[config.mk]
export PLATFORM = sky130hd
export DESIGN_NAME = adc_timing_emu
export DESIGN_NICKNAME = d
export VERILOG_FILES = /design/src/rtl/adc_emu_pkg.sv /design/src/rtl/adc_start_detect.sv /design/src/rtl/adc_conv_seq.sv /design/src/rtl/adc_lane_mux.sv /design/src/rtl/adc_timing_emu.sv
export SDC_FILE = /design/constraint.sdc
export NUM_CORES = 1
export LEC_CHECK = 0
export BUFFER_PORTS_ARGS = -buffer_cell sky130_fd_sc_hd__buf_2
export CAP_MARGIN = 15
export CORE_UTILIZATION = 55
export CTS_BUF_LIST = sky130_fd_sc_hd__clkbuf_8
export CTS_CLUSTER_DIAMETER = 60
export DETAILED_ROUTE_END_ITERATION = 8
export PLACE_DENSITY = 0.81
export SETUP_SLACK_MARGIN = 0.2
export SLEW_MARGIN = 20
export SYNTH_ARGS = -nofsm -noshare
export SYNTH_HDL_FRONTEND = slang
export SYNTH_SLANG_ARGS = --single-unit
export TNS_END_PERCENT = 20
[constraint.sdc]
create_clock -name clk -period 2.28 [get_ports clk]
set_input_delay 0.456 -clock clk [delete_from_list [all_inputs] [get_ports clk]]
set_output_delay 0.456 -clock clk [all_outputs]
set_load 0.02 [all_outputs]
[src/rtl/adc_emu_pkg.sv]
package adc_emu_pkg;
  typedef struct packed {
    logic cs_n;
    logic rc;
    logic byte_sel;
  } ctl_t;
endpackage

[src/rtl/adc_start_detect.sv]
module adc_start_detect
  import adc_emu_pkg::*;
(
  input  logic clk,
  input  logic rst_n,
  input  ctl_t ctl_i,
  output logic start_req_o
);
  logic rc_q;

  always_ff @(posedge clk or negedge rst_n) begin
    if (!rst_n) rc_q <= 1'b1;
    else        rc_q <= ctl_i.rc;
  end

  assign start_req_o = !ctl_i.cs_n && rc_q && !ctl_i.rc;

  a_r11_no_start_deselected: assert property (@(posedge clk) disable iff (!rst_n)
    ctl_i.cs_n |-> !start_req_o);
endmodule

[src/rtl/adc_conv_seq.sv]
module adc_conv_seq #(
  parameter int DATA_W   = 12,
  parameter int CONV_CYC = 80,
  parameter int BUSY_DLY = 2,
  parameter int HOLD_CYC = 40
) (
  input  logic              clk,
  input  logic              rst_n,
  input  logic              start_req_i,
  input  logic [DATA_W-1:0] sample_i,
  output logic              busy_o,
  output logic              valid_o,
  output logic              commit_o,
  output logic [DATA_W-1:0] result_o
);
  localparam int TOTAL = CONV_CYC + BUSY_DLY;
  localparam int CW    = $clog2(TOTAL + 1);

  logic              busy_q;
  logic [CW-1:0]     el_q;
  logic [DATA_W-1:0] samp_q;
  logic [DATA_W-1:0] res_q;
  logic              accept;
  logic              last;

  assign accept   = busy_q && start_req_i;
  assign commit_o = !busy_q && (el_q == CW'(CONV_CYC - 1));
  assign last     = !busy_q && (el_q == CW'(TOTAL - 1));

  always_ff @(posedge clk or negedge rst_n) begin
    if (!rst_n) begin
      busy_q <= 1'b1;
      el_q   <= '0;
      samp_q <= '0;
      res_q  <= '0;
    end else if (accept) begin
      busy_q <= 1'b0;
      el_q   <= '0;
      samp_q <= sample_i;
    end else if (!busy_q) begin
      el_q <= el_q + 1'b1;
      if (commit_o) res_q  <= samp_q;
      if (last)     busy_q <= 1'b1;
    end
  end

  assign busy_o   = busy_q;
  assign valid_o  = busy_q || (el_q < CW'(HOLD_CYC));
  assign result_o = res_q;

  a_r2_start_drops_busy: assert property (@(posedge clk) disable iff (!rst_n)
    (busy_o && start_req_i) |=> (!busy_o && samp_q == $past(sample_i)));
  a_r10_ignore_restart: assert property (@(posedge clk) disable iff (!rst_n)
    (!busy_o && start_req_i) |=> $stable(samp_q));
  a_r4_commit_then_busy_low: assert property (@(posedge clk) disable iff (!rst_n)
    commit_o |=> (!busy_o && result_o == $past(samp_q)));
  a_r3_busy_length: assert property (@(posedge clk) disable iff (!rst_n)
    $rose(busy_o) |-> ($past(el_q) == CW'(TOTAL - 1)));
  a_r4_result_frozen_idle: assert property (@(posedge clk) disable iff (!rst_n)
    (busy_o && $past(busy_o)) |-> $stable(result_o));
endmodule

[src/rtl/adc_lane_mux.sv]
module adc_lane_mux
  import adc_emu_pkg::*;
#(
  parameter int          DATA_W = 12,
  parameter int          LANE_W = 8,
  parameter logic [2*LANE_W-1:0] POISON = 16'hA5C3
) (
  input  ctl_t              ctl_i,
  input  logic              valid_i,
  input  logic [DATA_W-1:0] result_i,
  output logic              oe_o,
  output logic [2*LANE_W-1:0] data_o
);
  localparam int LO_W  = DATA_W - LANE_W;
  localparam int PAD_W = LANE_W - LO_W;

  function automatic logic [2*LANE_W-1:0] map_lanes(
    input logic [DATA_W-1:0] r, input logic sel);
    logic [LANE_W-1:0] hi_part, lo_part;
    hi_part = r[DATA_W-1 -: LANE_W];
    lo_part = {r[LO_W-1:0], {PAD_W{1'b0}}};
    return sel ? {lo_part, hi_part} : {hi_part, lo_part};
  endfunction

  assign oe_o = !ctl_i.cs_n && ctl_i.rc;

  always_comb begin
    if (!oe_o)         data_o = '0;
    else if (!valid_i) data_o = POISON;
    else               data_o = map_lanes(result_i, ctl_i.byte_sel);
  end
endmodule

[src/rtl/adc_timing_emu.sv]
module adc_timing_emu
  import adc_emu_pkg::*;
#(
  parameter int          DATA_W   = 12,
  parameter int          LANE_W   = 8,
  parameter int          CONV_CYC = 80,
  parameter int          BUSY_DLY = 2,
  parameter int          HOLD_CYC = 40,
  parameter logic [15:0] POISON   = 16'hA5C3
) (
  input  logic              clk,
  input  logic              rst_n,
  input  logic              cs_n,
  input  logic              rc,
  input  logic              byte_sel,
  input  logic [DATA_W-1:0] sample_in,
  output logic              busy,
  output logic              data_valid,
  output logic              bus_oe,
  output logic [2*LANE_W-1:0] bus_data
);
  ctl_t              ctl;
  logic              start_req;
  logic              commit;
  logic [DATA_W-1:0] result;

  assign ctl = '{cs_n: cs_n, rc: rc, byte_sel: byte_sel};

  adc_start_detect u_start (
    .clk(clk), .rst_n(rst_n), .ctl_i(ctl), .start_req_o(start_req));

  adc_conv_seq #(.DATA_W(DATA_W), .CONV_CYC(CONV_CYC),
                 .BUSY_DLY(BUSY_DLY), .HOLD_CYC(HOLD_CYC)) u_seq (
    .clk(clk), .rst_n(rst_n), .start_req_i(start_req), .sample_i(sample_in),
    .busy_o(busy), .valid_o(data_valid), .commit_o(commit), .result_o(result));

  adc_lane_mux #(.DATA_W(DATA_W), .LANE_W(LANE_W),
                 .POISON(POISON[2*LANE_W-1:0])) u_mux (
    .ctl_i(ctl), .valid_i(data_valid), .result_i(result),
    .oe_o(bus_oe), .data_o(bus_data));

  a_r7_enable_pins: assert property (@(posedge clk) disable iff (!rst_n)
    bus_oe |-> (!cs_n && rc));
  a_r7_quiet_when_off: assert property (@(posedge clk) disable iff (!rst_n)
    !bus_oe |-> (bus_data == '0));
  a_r6_poison_invalid: assert property (@(posedge clk) disable iff (!rst_n)
    (bus_oe && !data_valid) |-> (bus_data == POISON[2*LANE_W-1:0]));
  a_r6_valid_when_idle: assert property (@(posedge clk) disable iff (!rst_n)
    busy |-> data_valid);
endmodule

==> After elaboration in Yosys (flattened, before gate mapping) <==
Index checks and enable logic that the tools add are counted.
{ "word_totals": {"regBits": 33, "inputBits": 17, "output_inout_bits": 19, "mem_bits_ro": 0, "latchBits": 0, "mem_count": 0, "elab_cells": 31, "mem_bits_rw": 0} }
{ "classes": {"n_mul": 0, "n_div": 0, "n_bitwise": 2, "mux": 8, "n_shift": 0, "add_sub_neg": 1, "order_cmp": 1, "eq_ne": 3, "reduce_logical": 11} }
{ "ops": {"columns": ["op", "count"], "rows": [
  ["$mux 16", 3],
  ["$eq 7x7->1 const B", 2],
  ["$mux 7", 2],
  ["$add 7x1->7 const B", 1],
  ["$lt 7x6->1 const B", 1],
  ["$logic_and 1x1->1", 6],
  ["$logic_not 1->1", 3],
  ["$mux 1", 3],
  ["$reduce_and 3->1", 1],
  ["$ne 2x2->1 const B", 1],
  ["$not 1->1", 2],
  ["$logic_or 1x1->1", 1]
]} }

==> Logic depth before layout (Yosys ltp) <==
{ "depth": {"depth_word": 6, "depth_mapped": 6, "ltp_nobuf": 4} }

==> Hierarchy <==
From an unflattened synthesis, not the netlist that was laid out.
{ "unflattened": {"cells_unflattened": 129, "area_unflattened_um2": 1686.6} }
{ "by_module_without_submodules": {"columns": ["module", "area_each_um2", "seq_area_each_um2", "cells_per_inst", "n_inst"], "rows": [
  ["adc_conv_seq", 1376.3, 802.0, 91, 1],
  ["adc_lane_mux", 271.5, 0.0, 36, 1],
  ["adc_start_detect", 38.8, 26.3, 2, 1]
]} }

==> Least setup slack after synthesis <==
OpenSTA, ideal clock, no wires.
{ "synth_timing": {"kind": "input to output", "startpoint": "input port cs_n", "endpoint": "output port bus_data[11]", "n_path_buf": 1, "required_time_ns": 1.824, "setup_slack_ns": 0.119, "arrival_time_ns": 1.705, "stages": 5, "path_cell_list": "nand2b_1 > clkbuf_1 > inv_1 > o31ai_1 > nor3b_1"} }
{ "synth_via": {"elab_chain_cells": 3} }
{ "synth_rtl": {"columns": ["item", "line_no", "rtl"], "rows": [
  ["start, declared", "adc_timing_emu.sv:13", "input logic cs_n,"],
  ["$logic_not 1->1", "adc_lane_mux.sv:25", "assign oe_o = !ctl_i.cs_n && ctl_i.rc;"],
  ["$logic_and 1x1->1", "adc_lane_mux.sv:25", null],
  ["via bus_oe", "adc_timing_emu.sv:19", "output logic bus_oe,"],
  ["$mux 16", "adc_lane_mux.sv:28", "if (!oe_o) data_o = '0;"],
  ["end, declared", "adc_timing_emu.sv:20", "output logic [2*LANE_W-1:0] bus_data"]
]} }
The timed path passes the listed nets, and every way through them passes these cells.

==> Final worst setup path <==
{ "layout_timing": {"startpoint": "register u_seq.el_q[4]", "endpoint": "output port bus_data[11]"} }
{ "layout_via": {"elab_chain_cells": 4} }
{ "layout_rtl": {"columns": ["item", "line_no", "rtl"], "rows": [
  ["start, declared", "adc_conv_seq.sv:20", "logic [CW-1:0] el_q;"],
  ["start signal, assigned", "adc_conv_seq.sv:41", "el_q <= el_q + 1'b1;"],
  ["$lt 7x6->1", "adc_conv_seq.sv:48", "assign valid_o = busy_q || (el_q < CW'(HOLD_CYC));"],
  ["$logic_or 1x1->1", "adc_conv_seq.sv:48", null],
  ["$mux 16", "adc_lane_mux.sv:29", "else if (!valid_i) data_o = POISON;"],
  ["$mux 16", "adc_lane_mux.sv:28", null]
]} }
No other way between the ends.

==> impl_metrics.toml <==
[yosys]
ys_types = 30
post_synth.cell_area_avg_um2 = 12.6
synth_nets = 148
ys_warn_count = 0
synth-seq-area-share_pct = 51.2
synthCells = 129
synth.ff_latch_count = 33
synth_top_area_share_pct = 47.9
synth_area_leaders = "dfrtp_1 (48%), mux2_2 (9.7%), mux2_4 (9.3%)"
synth_top_area_cell = "dfrtp_1"
netlist_area_um2 = 1620

[timing]
whs_ps = 217
finalSetupTns_ps = 0
slew_violations = 0
timing.final.crit_period_ps = 2060
worstMarginPinSlew_ps = 729
relSlewSlack_pct = 51.4
setup_viol = 0
hold_viol = 0
fin_skew_ps = 5.25
rsz0062_at_grt = "yes"
period_share_pct = 90.1
clock.fmax_ghz = 0.487

[pwr]
power.leakage_nw = 1.02
cellPowerDensity_nw_per_um2 = 1170
total_power_w = 0.00232
vdd.ir_drop.worst_mv = 0.941

[min_path]
hold_class = "primary input to asynchronous set/reset pin"

[setup_path]
crit_chain = "nor3_2 -> o31ai_1 -> buf_4 -> nor3b_1 -> buf_2"
cp_slowest_stage_delay_ps = 440
critPathMaxFanout = 8
cp_data_required_time_ps = 1820
critPathKind = "flop to output port"
critical_path_arrival_ps = 1600
start_kind = "flop"
end_kind = "output port"
cp_slowest_cell = "dfrtp_2"

[clocking]
cts_buffer_depth = 2
cts_tree = "done"
cts.sinks = 33
clk_pin_slew_ps = 70
clk_latency_ps = 290
cts_root_buffer = "clkbuf_8"
cts_buffers = 5
h-tree-depth = 2

[cells_and_area]
mostFrequentLayoutCells = "buf_2 (35), dfrtp_1 (27), mux2_2 (14)"
fin_nets = 189
diodes = 0
mostFrequentLayoutCell = "buf_2"
fin_area_um2 = 1980
area_delta_synth_final_pct = 22.5
drive_above_1_share_pct = 49.7
postLayoutCoreUtil_pct = 71.3

[placement]
place_hpwl_um = 2190
numPortBuffers = 35
dpl-instance-area_um2 = 1820
gp_congestion = 0.756

[detailed_routing]
vias_per_cell = 5.65
route.detailed.drc = 0
drtIter0Drc = 29
drtPass1Iterations = 4
wl_um = 3340
routedWlPerCell_um = 16.5
ant_nets = 0
vias = 1142

[floorplan]
num_rows = 19
die_area_um2 = 3160
die-height_um = 56.3
start_util_pct = 58.2
fp.dieW_um = 56.3
pin_count = 36
core_um2 = 2780

[grt]
grt_pass1_wl_um = 5460
track_usage_pct = 23.7
grt_pass1_vias = 1124
grt_max_degree = 34
overflow = 0
antenna_found_initial = 0

[flow_run]
drv_cap = 0

[status]
status = "finished clean"
## flip-flops by register name, indices dropped and copies added, names as in the netlist
name,cells
u_seq.result_o,12
u_start.rc_q,1
u_seq.el_q,7
u_seq.samp_q,12
u_seq.busy_o,1
## report_power, final
| part | internal [W] | switching (W) |
|---|---|---|
| combinational | 0.000399 | 0.000362 |
| clock | 0.000352 | 0.000214 |
| sequential | 0.000808 | 0.000185 |
## worst max-delay path, delay by kind of cell, from the launching register on
family	cells	cell delay, ps
flops	1	440
buf+inv	2	360
simple gates	2	400
compound gates	1	110
## cell families (layout without fill, tap and decap cells)
logic type                 after synthesis  count (layout)  synth area share (%)
xor gates and xnor gates                 2               2                  1.08
AOI/OAI and AO/OA                       16              16                  6.41
and+or+nand+nor                         31              31                  11.4
DFF                                     33              33                  51.2
buffers and inverters                   11              53                  3.17
muxes                                   34              34                  25.2
adders and majority gates                2               2                  1.55
## cell usage after synthesis
cell,instances
inv_1,3
buf_2,2
o31a_1,1
nor2_1,10
xnor2_1,2
dfstp_2,2
dfrtp_1,31
o2bb2ai_1,3
ha_1,2
nor3b_1,2
o21ai_0,1
a31o_2,1
or4b_4,1
nand4b_1,1
buf_6,1
nand2_1,5
nand3b_1,1
o31ai_1,1
mux2i_1,10
or3_1,1
nand2b_1,5
a21o_1,1
nand4b_2,1
a21oi_1,8
and3_1,1
nor4bb_1,2
mux2_2,14
clkbuf_1,5
nor3_1,1
mux2_4,10
## area by class of cell
cell class	count	area, µm²
Sequential cell	33	833
Fill cell	197	798
Multi-Input combinational cell	85	756
Timing Repair Buffer	42	228
Clock buffer	6	82.6
Tap cell	31	38.8
Clock inverter	2	33.8
Inverter	3	11.3
## through the flow
step	worst slack (ps)	instances
4_1_cts	207	199
6_report	225	202
3_5_place_dp	346	190
5_1_grt	151	202
3_3_place_gp	398	190
2_1_floorplan	119	129
## worst paths after layout
path / startpoint / end / slack, ps / cells past startpoint
max reg2reg: u_seq.el_q[0]$_DFFE_PN0P_ / u_seq.result_o[5]$_DFFE_PN0P_ / 320 / 4
min reg2reg: u_seq.samp_q[5]$_DFFE_PN0N_ / u_seq.result_o[5]$_DFFE_PN0P_ / 510 / 1
min: rst_n / u_seq.el_q[5]$_DFFE_PN0P_ / 220 / 1
max in group asynchronous: rst_n / u_seq.el_q[6]$_DFFE_PN0P_ / 1560 / 1
min in group clk: rc / u_start.rc_q$_DFF_PN1_ / 290 / 1
max: u_seq.el_q[4]$_DFFE_PN0P_ / bus_data[11] / 220 / 5
## timing repair
item                                    in CTS  in global routing
endpoints found under the setup margin      10                 12
hold buffers                                 0                  0
cloned                                       0                  0
gates resized for setup                      4                  2
setup buffers                                1                  3
## metal layers
layer	up-vias	GRT usage [%]	part of all wire [%]
met2	33	37.1	48
met1	567	30.6	45
met5	-	0	0
met4	0	8.36	1.6
li1	537	-	-
met3	5	8.53	5.3
(Power assumes the default switching activity.)
